--- src/rtl/alu4_pkg.sv ---
package alu4_pkg;
  localparam int FSEL_W = 4;

  // Select code split by the role each bit plays in forming the operand pair.
  typedef struct packed {
    logic y_ab;   // second operand takes A where B is 1
    logic y_anb;  // second operand takes A where B is 0
    logic x_nb;   // first operand ORs in ~B
    logic x_b;    // first operand ORs in B
  } fsel_t;
endpackage

--- src/rtl/alu4_operand_xform.sv ---
module alu4_operand_xform
  import alu4_pkg::*;
#(
  parameter int W = 4
) (
  input  logic [W-1:0] a,
  input  logic [W-1:0] b,
  input  fsel_t        sel,
  output logic [W-1:0] gen,
  output logic [W-1:0] prop,
  output logic [W-1:0] half
);
  logic [W-1:0] opx;
  logic [W-1:0] opy;

  for (genvar i = 0; i < W; i++) begin : g_bit
    always_comb begin
      opx[i]  = a[i] | (b[i] & sel.x_b) | (~b[i] & sel.x_nb);
      opy[i]  = (a[i] & b[i] & sel.y_ab) | (a[i] & ~b[i] & sel.y_anb);
      gen[i]  = opx[i] & opy[i];
      prop[i] = opx[i] | opy[i];
      half[i] = opx[i] ^ opy[i];
    end
  end
endmodule

--- src/rtl/alu4_lookahead.sv ---
module alu4_lookahead #(
  parameter int W = 4
) (
  input  logic [W-1:0] gen,
  input  logic [W-1:0] prop,
  input  logic         cin,
  output logic [W-1:0] carry_in_bit,
  output logic         carry_out,
  output logic         grp_g,
  output logic         grp_p
);
  logic [W:0] cvec;

  // Every carry is a flat sum of products, so no carry waits on a lower one.
  always_comb begin
    logic term;
    logic acc;
    cvec[0] = cin;
    for (int i = 0; i < W; i++) begin
      acc = cin;
      for (int j = 0; j <= i; j++) acc = acc & prop[j];
      for (int k = 0; k <= i; k++) begin
        term = gen[k];
        for (int j = k + 1; j <= i; j++) term = term & prop[j];
        acc = acc | term;
      end
      cvec[i+1] = acc;
    end
  end

  always_comb begin
    logic term;
    grp_g = 1'b0;
    for (int k = 0; k < W; k++) begin
      term = gen[k];
      for (int j = k + 1; j < W; j++) term = term & prop[j];
      grp_g = grp_g | term;
    end
    grp_p = &prop;
  end

  assign carry_in_bit = cvec[W-1:0];
  assign carry_out    = cvec[W];
endmodule

--- src/rtl/alu4_result.sv ---
module alu4_result #(
  parameter int W = 4
) (
  input  logic [W-1:0] half,
  input  logic [W-1:0] carry_in_bit,
  input  logic         logic_mode,
  output logic [W-1:0] f,
  output logic         all_ones
);
  always_comb begin
    if (logic_mode) f = ~half;
    else            f = half ^ carry_in_bit;
    all_ones = &f;
  end
endmodule

--- src/rtl/alu4_slice.sv ---
module alu4_slice
  import alu4_pkg::*;
#(
  parameter int W = 4
) (
  input  logic              clk,
  input  logic              rst,
  input  logic [W-1:0]      a_in,
  input  logic [W-1:0]      b_in,
  input  logic [FSEL_W-1:0] fsel,
  input  logic              mode_logic,
  input  logic              cin,
  output logic [W-1:0]      f_out,
  output logic              cout,
  output logic              grp_gen,
  output logic              grp_prop,
  output logic              eq_out
);
  localparam logic [W-1:0] ONES = {W{1'b1}};

  fsel_t        sel;
  logic [W-1:0] gen_w;
  logic [W-1:0] prop_w;
  logic [W-1:0] half_w;
  logic [W-1:0] cbit_w;
  logic [W-1:0] f_w;
  logic         co_w;
  logic         gg_w;
  logic         gp_w;
  logic         eq_w;

  assign sel = fsel_t'(fsel);

  alu4_operand_xform #(.W(W)) u_xform (
    .a(a_in), .b(b_in), .sel(sel),
    .gen(gen_w), .prop(prop_w), .half(half_w)
  );

  alu4_lookahead #(.W(W)) u_cla (
    .gen(gen_w), .prop(prop_w), .cin(cin),
    .carry_in_bit(cbit_w), .carry_out(co_w),
    .grp_g(gg_w), .grp_p(gp_w)
  );

  alu4_result #(.W(W)) u_res (
    .half(half_w), .carry_in_bit(cbit_w), .logic_mode(mode_logic),
    .f(f_w), .all_ones(eq_w)
  );

  always_ff @(posedge clk) begin
    if (rst) begin
      f_out    <= '0;
      cout     <= 1'b0;
      grp_gen  <= 1'b0;
      grp_prop <= 1'b0;
      eq_out   <= 1'b0;
    end else begin
      f_out    <= f_w;
      cout     <= co_w & ~mode_logic;
      grp_gen  <= gg_w;
      grp_prop <= gp_w;
      eq_out   <= eq_w;
    end
  end


  reset_clear_chk: assert property (@(posedge clk)
    rst |=> (f_out == '0 && !cout && !grp_gen && !grp_prop && !eq_out));


  eq_match_chk: assert property (@(posedge clk) disable iff (rst)
    eq_out == (f_out == ONES));


  logic_no_carry_chk: assert property (@(posedge clk) disable iff (rst)
    mode_logic |=> !cout);


  cascade_carry_chk: assert property (@(posedge clk) disable iff (rst)
    !mode_logic |=> (cout == (grp_gen | (grp_prop & $past(cin)))));


  transfer_chk: assert property (@(posedge clk) disable iff (rst)
    (!mode_logic && fsel == 4'b0000 && !cin) |=> (f_out == $past(a_in)));
endmodule

--- config.mk ---
export PLATFORM = sky130hd
export DESIGN_NAME = alu4_slice
export DESIGN_NICKNAME = d
export VERILOG_FILES = /design/src/rtl/alu4_pkg.sv /design/src/rtl/alu4_operand_xform.sv /design/src/rtl/alu4_lookahead.sv /design/src/rtl/alu4_result.sv /design/src/rtl/alu4_slice.sv
export SDC_FILE = /design/constraint.sdc
export NUM_CORES = 1
export LEC_CHECK = 0
export BUFFER_PORTS_ARGS = -buffer_cell sky130_fd_sc_hd__clkbuf_2
export CAP_MARGIN = 20
export CORE_MARGIN = 4
export CORE_UTILIZATION = 30
export DETAILED_ROUTE_END_ITERATION = 8
export PLACE_DENSITY = 0.5
export RECOVER_POWER = 100
export SLEW_MARGIN = 5
export SYNTH_ARGS = -nofsm -noshare
export SYNTH_HDL_FRONTEND = slang
export SYNTH_HIERARCHICAL = 1
export SYNTH_SLANG_ARGS = --single-unit
--- constraint.sdc ---
create_clock -name clk -period 3.6 [get_ports clk]
set_input_delay 0.18 -clock clk [delete_from_list [all_inputs] [get_ports clk]]
set_output_delay 0.18 -clock clk [all_outputs]
set_load 0.02 [all_outputs]
==> results.cfg, run 1 <==
[critical_path]
critPathMaxFanout = 4
start_kind = input pin
worstPathRequired_ns = 3.78
critPathKind = in2reg
cp-end-kind = flip-flop
cp_data_arrival_time_ns = 2.25

[cells_and_area]
fin_area_um2 = 792
layout.nets = 123
layout-drive-gt1-share = 0.206
area_growth_pct = 21.5
diodes = 0
stdcell_count = 124

[placement]
dpl_worst_slack_ns = 1.45
io_buffers = 23
placed_area_um2 = 790
dp_cells = 121
dp_hpwl_mm = 1.09
gp_congestion = 0.706

[hold_path]
hp-class = in2reg

[power]
powerDensity_mw_per_mm2 = 324
p_leak_nw = 0.359
pwr-share-seq = 0.391
p_clk_frac = 0.247
power.share.combinational = 0.362
switchingPower_w = 0.0000776
swShare = 0.303
p_int_w = 0.000179
peakVddDrop_uv = 133

[clock_tree]
cts_tree = done
h-tree-depth = 1
cts-resized-gates = 0
cts-root-buf = clkbuf_4
cts.sinks = 8
post_cts_buffers = 0
max-clock-path-buffers = 2
numCtsBuffers = 3
cts.clk_slew.worst_paths_ns = 0.05
cts.hold.buffers_added = 0

[yosys]
yosysTopAreaCell = dfxtp_1
synth.most_common_cell = nor2b_1
syn_inst = 73
synth-edff-count = 0
synth_ff_type = dfxtp_1
synth_area_um2 = 652
ys_warn_count = 6
netlist_top_cells_count = nor2b_1 (11), dfxtp_1 (8), ha_1 (8), nand2_1 (5)
synth_seq_cells = 8
synth.area.top_cells = dfxtp_1 (25%), ha_1 (15%), nor2b_1 (11%)
synthDistinctLibCells = 20
synth_top_area_frac = 0.246
syn-mean-instance-area_um2 = 8.93
async_reset_ff_frac = 0
synth_seq_area_share = 0.246
syn-num-nets = 97

[routing]
drc = 0
ant_nets = 0
routedWlPerCell_um = 9.78
drt_wl_total_mm = 1.21
viasPerCell = 4.51
num_vias = 559
firstDrtPassIters = 2
drt_iter0_drc = 3

[sta]
period_share = 0.574
fin_crit_ns = 2.06
tightest_slew_ns = 0.255
setup_slack_ns = 1.54
rsz0062_at_grt = no
max_clock_freq_mhz = 484
relSlewSlack = 0.830
tns_ns = 0
final-max-slew-violation-count = 0
hold_viol = 0
setup_viol = 0

[run_status]
outcome = completed

[floorplan]
fp.dieW_um = 54.6
coreArea_mm2 = 0.00202
initial_core_util = 0.322
dieArea_mm2 = 0.00298
die_y_um = 54.6
ioPinCount = 24
fp-row-count = 16

[job]
maxCapViolCount = 0

[grt]
gr-usage-all-layers = 0.0892
grt_pass1_wl_mm = 1.94
grt_pass1_vias = 533
grt_max_degree = 9
grt-ovfl-total = 0
antenna_found_initial = 0
[worst max-delay path, cell delays in order]
cell      delay [ns]
clkbuf_1        0.15
mux2_1          0.36
and2_0          0.16
ha_1            0.19
a21o_1          0.16
a21oi_1         0.20
clkinv_1        0.11
a21o_1          0.18
nor2_1          0.10
xnor2_1         0.14
and4_1          0.19
nor2b_1         0.11
[cell type report]
type                       instances  area, um^2
clock buffer                       3        22.5
fill                             230        1230
inverter                           5        18.8
multi-input combinational         58         454
sequential                         8         160
tap                               27        33.8
timing repair buffer              23         103
[registers in the layout, summed over array words and instances (netlist names)]
signal	flops
grp_gen	1
f_out	4
grp_prop	1
cout	1
eq_out	1
[logic make-up after synthesis]
group / share of synthesized area
AOI/OAI and AO/OA: 0.167
muxes: 0.0921
xor gates and xnor gates: 0.0537
adders and majority gates: 0.154
DFF: 0.246
buffers and inverters: 0.0461
and+or+nand+nor: 0.242
[worst paths after layout]
kind / end / start / depth (start not counted) / slack [ns]
worst min-delay path: cout / mode_logic / 2 / 0.18
worst max-delay path: eq_out / b_in[0] / 12 / 1.54
[per-stage QoR]
step                      utilization  hold slack (ns)  total power [W]
final                           0.392            0.181         0.000256
after global routing            0.392            0.175         0.000275
after CTS                       0.402            0.177         0.000267
after detailed placement        0.390            0.441         0.000201
after global placement          0.390            0.431         0.000200
after floorplan                     -            0.249         0.000170
[power by group through the flow]
stage | registers, W | clock network (W) | logic (W)
5_1_grt | 0.000101 | 0.0000702 | 0.000104
3_3_place_gp | 0.000102 | 0 | 0.0000982
4_1_cts | 0.000100 | 0.0000669 | 0.0000993
6_report | 0.000100 | 0.0000632 | 0.0000928
3_5_place_dp | 0.000102 | 0 | 0.0000988
2_1_floorplan | 0.000114 | 0 | 0.0000552
[metal layers]
metal	wire, um	track usage	vias to the layer above
li1	-	-	299
met1	548	0.0937	243
met2	578	0.163	17
met3	87	0.00817	0
met4	0	0.0622	0
met5	0	0	-
[cell usage in the layout, fill, tap and decap left out, types with 4 or more instances in the layout]
cell type  count
a211o_1        4
a211oi_1       4
clkbuf_1      10
clkbuf_2      13
dfxtp_1        8
ha_1           8
inv_1          4
nand2_1        5
nor2_1         4
nor2b_1       11
xnor2_1        4
(Power assumes the default switching activity.)
==> run 2: changes to the inputs <==
==> constraint.sdc (replaced) <==
create_clock -name clk -period 2.1 [get_ports clk]
set_input_delay 0.105 -clock clk [delete_from_list [all_inputs] [get_ports clk]]
set_output_delay 0.105 -clock clk [all_outputs]
set_load 0.02 [all_outputs]
==> results.cfg, run 2 (synthesis gave the netlist of run 1 again) <==
[power]
powerDensity_mw_per_mm2 = 548
switchingPower_w = 0.000134
swShare = 0.302
p_int_w = 0.000309
pwr-share-seq = 0.388
power.share.combinational = 0.366
peakVddDrop_uv = 218
p_leak_nw = 0.374
p_clk_frac = 0.246

[sta]
setup_slack_ns = 0.309
final-max-slew-violation-count = 0
hold_viol = 0
relSlewSlack = 0.831
period_share = 0.853
fin_crit_ns = 1.79
setup_viol = 0
max_clock_freq_mhz = 558
tns_ns = 0
rsz0062_at_grt = no
tightest_slew_ns = 0.255

[floorplan]
die_y_um = 54.6
ioPinCount = 24
coreArea_mm2 = 0.00202
fp.dieW_um = 54.6
initial_core_util = 0.322
fp-row-count = 16
dieArea_mm2 = 0.00298

[critical_path]
cp-end-kind = flip-flop
slowest_stage = mux2_4
max_stage_delay_ns = 0.31
worstPathCellList = clkbuf_2, mux2_4, and2_1, ha_1, a21o_1, a21oi_2, inv_2, a21o_1, nor2_1, xnor2_1, and4_1, nor2b_1
path_depth = 12
path_buf_inv = 2
start_kind = input pin
endpoint = eq_out
critPathKind = in2reg
worstPathRequired_ns = 2.28
cpMostUsedCell = a21o_1
critPathLaunch = b_in[0]
cpLargestDelayFamily = simple AND/OR/NAND/NOR gates
cp_data_arrival_time_ns = 1.97
critPathMaxFanout = 4

[cells_and_area]
layout.nets = 125
final_cell_mix = clkbuf_2 (15), nor2b_1 (11), clkbuf_1 (9)
diodes = 0
nFillCells = 224
stdcell_count = 126
utilization = 0.400
layout-drive-gt1-share = 0.253
largest_reg_flops = 4
layout_commonest_cell = clkbuf_2
area_growth_pct = 24.2
fin_area_um2 = 810
regMostFlops = f_out

[clock_tree]
cts-resized-gates = 0
cts.hold.buffers_added = 0
post_cts_buffers = 0
cts.sinks = 8
numCtsBuffers = 3
max-clock-path-buffers = 2
cts.clk_slew.worst_paths_ns = 0.05
cts-root-buf = clkbuf_4
h-tree-depth = 1
cts_tree = done

[routing]
ant_nets = 0
routedWlPerCell_um = 9.32
drt_wl_total_mm = 1.17
drt_iter0_drc = 4
num_vias = 548
viasPerCell = 4.35
drc = 0
firstDrtPassIters = 3

[placement]
io_buffers = 23
placed_area_um2 = 805
dp_cells = 123
gp_congestion = 0.674
dpl_worst_slack_ns = 0.0246

[grt]
grt_pass1_wl_mm = 2.01
grt-ovfl-total = 0
grt_max_degree = 9
grt_pass1_vias = 530
antenna_found_initial = 0
gr-usage-all-layers = 0.0909

[run_status]
outcome = completed

[job]
maxCapViolCount = 0

[hold_path]
hp-class = in2reg
run 2: final cells by class:
| type | count | area [um^2] | share of cell area |
|---|---|---|---|
| repair buffers | 25 | 116 | 0.144 |
| clock buffers | 3 | 22.5 | 0.0278 |
| flip-flops and latches | 8 | 160 | 0.198 |
| well taps | 27 | 33.8 | 0.0417 |
| inverters | 5 | 18.8 | 0.0232 |
| multi-input cells | 58 | 458 | 0.566 |
run 2: per-layer routing:
metal | wire [um] | vias up | GRT usage
met4 | 16 | 0 | 0.0498
li1 | - | 303 | -
met1 | 522 | 224 | 0.100
met5 | 0 | - | 0
met3 | 90 | 2 | 0.0109
met2 | 545 | 19 | 0.165
run 2: power by group through the flow:
stage                     Clock [W]  Combinational [W]  Sequential, W
after detailed placement          0           0.000171       0.000175
after global placement            0           0.000171       0.000175
after CTS                  0.000115           0.000172       0.000172
final                      0.000109           0.000162       0.000172
after floorplan                   0          0.0000946       0.000196
after global routing       0.000120           0.000185       0.000173
run 2: stage by stage:
step / hold slack (ns) / total power [W]
3_3_place_gp: 0.357 / 0.000346
5_1_grt: 0.118 / 0.000478
2_1_floorplan: 0.174 / 0.000291
3_5_place_dp: 0.367 / 0.000346
4_1_cts: 0.0993 / 0.000459
6_report: 0.0997 / 0.000443
run 2: worst min path at each step:
stage               slack [ns]  startpoint  cells past startpoint    to
floorplan                 0.17  mode_logic                      1  cout
global placement          0.36  mode_logic                      2  cout
detailed placement        0.37  mode_logic                      2  cout
CTS                        0.1  mode_logic                      2  cout
global route              0.12  mode_logic                      2  cout
finish                     0.1  mode_logic                      2  cout
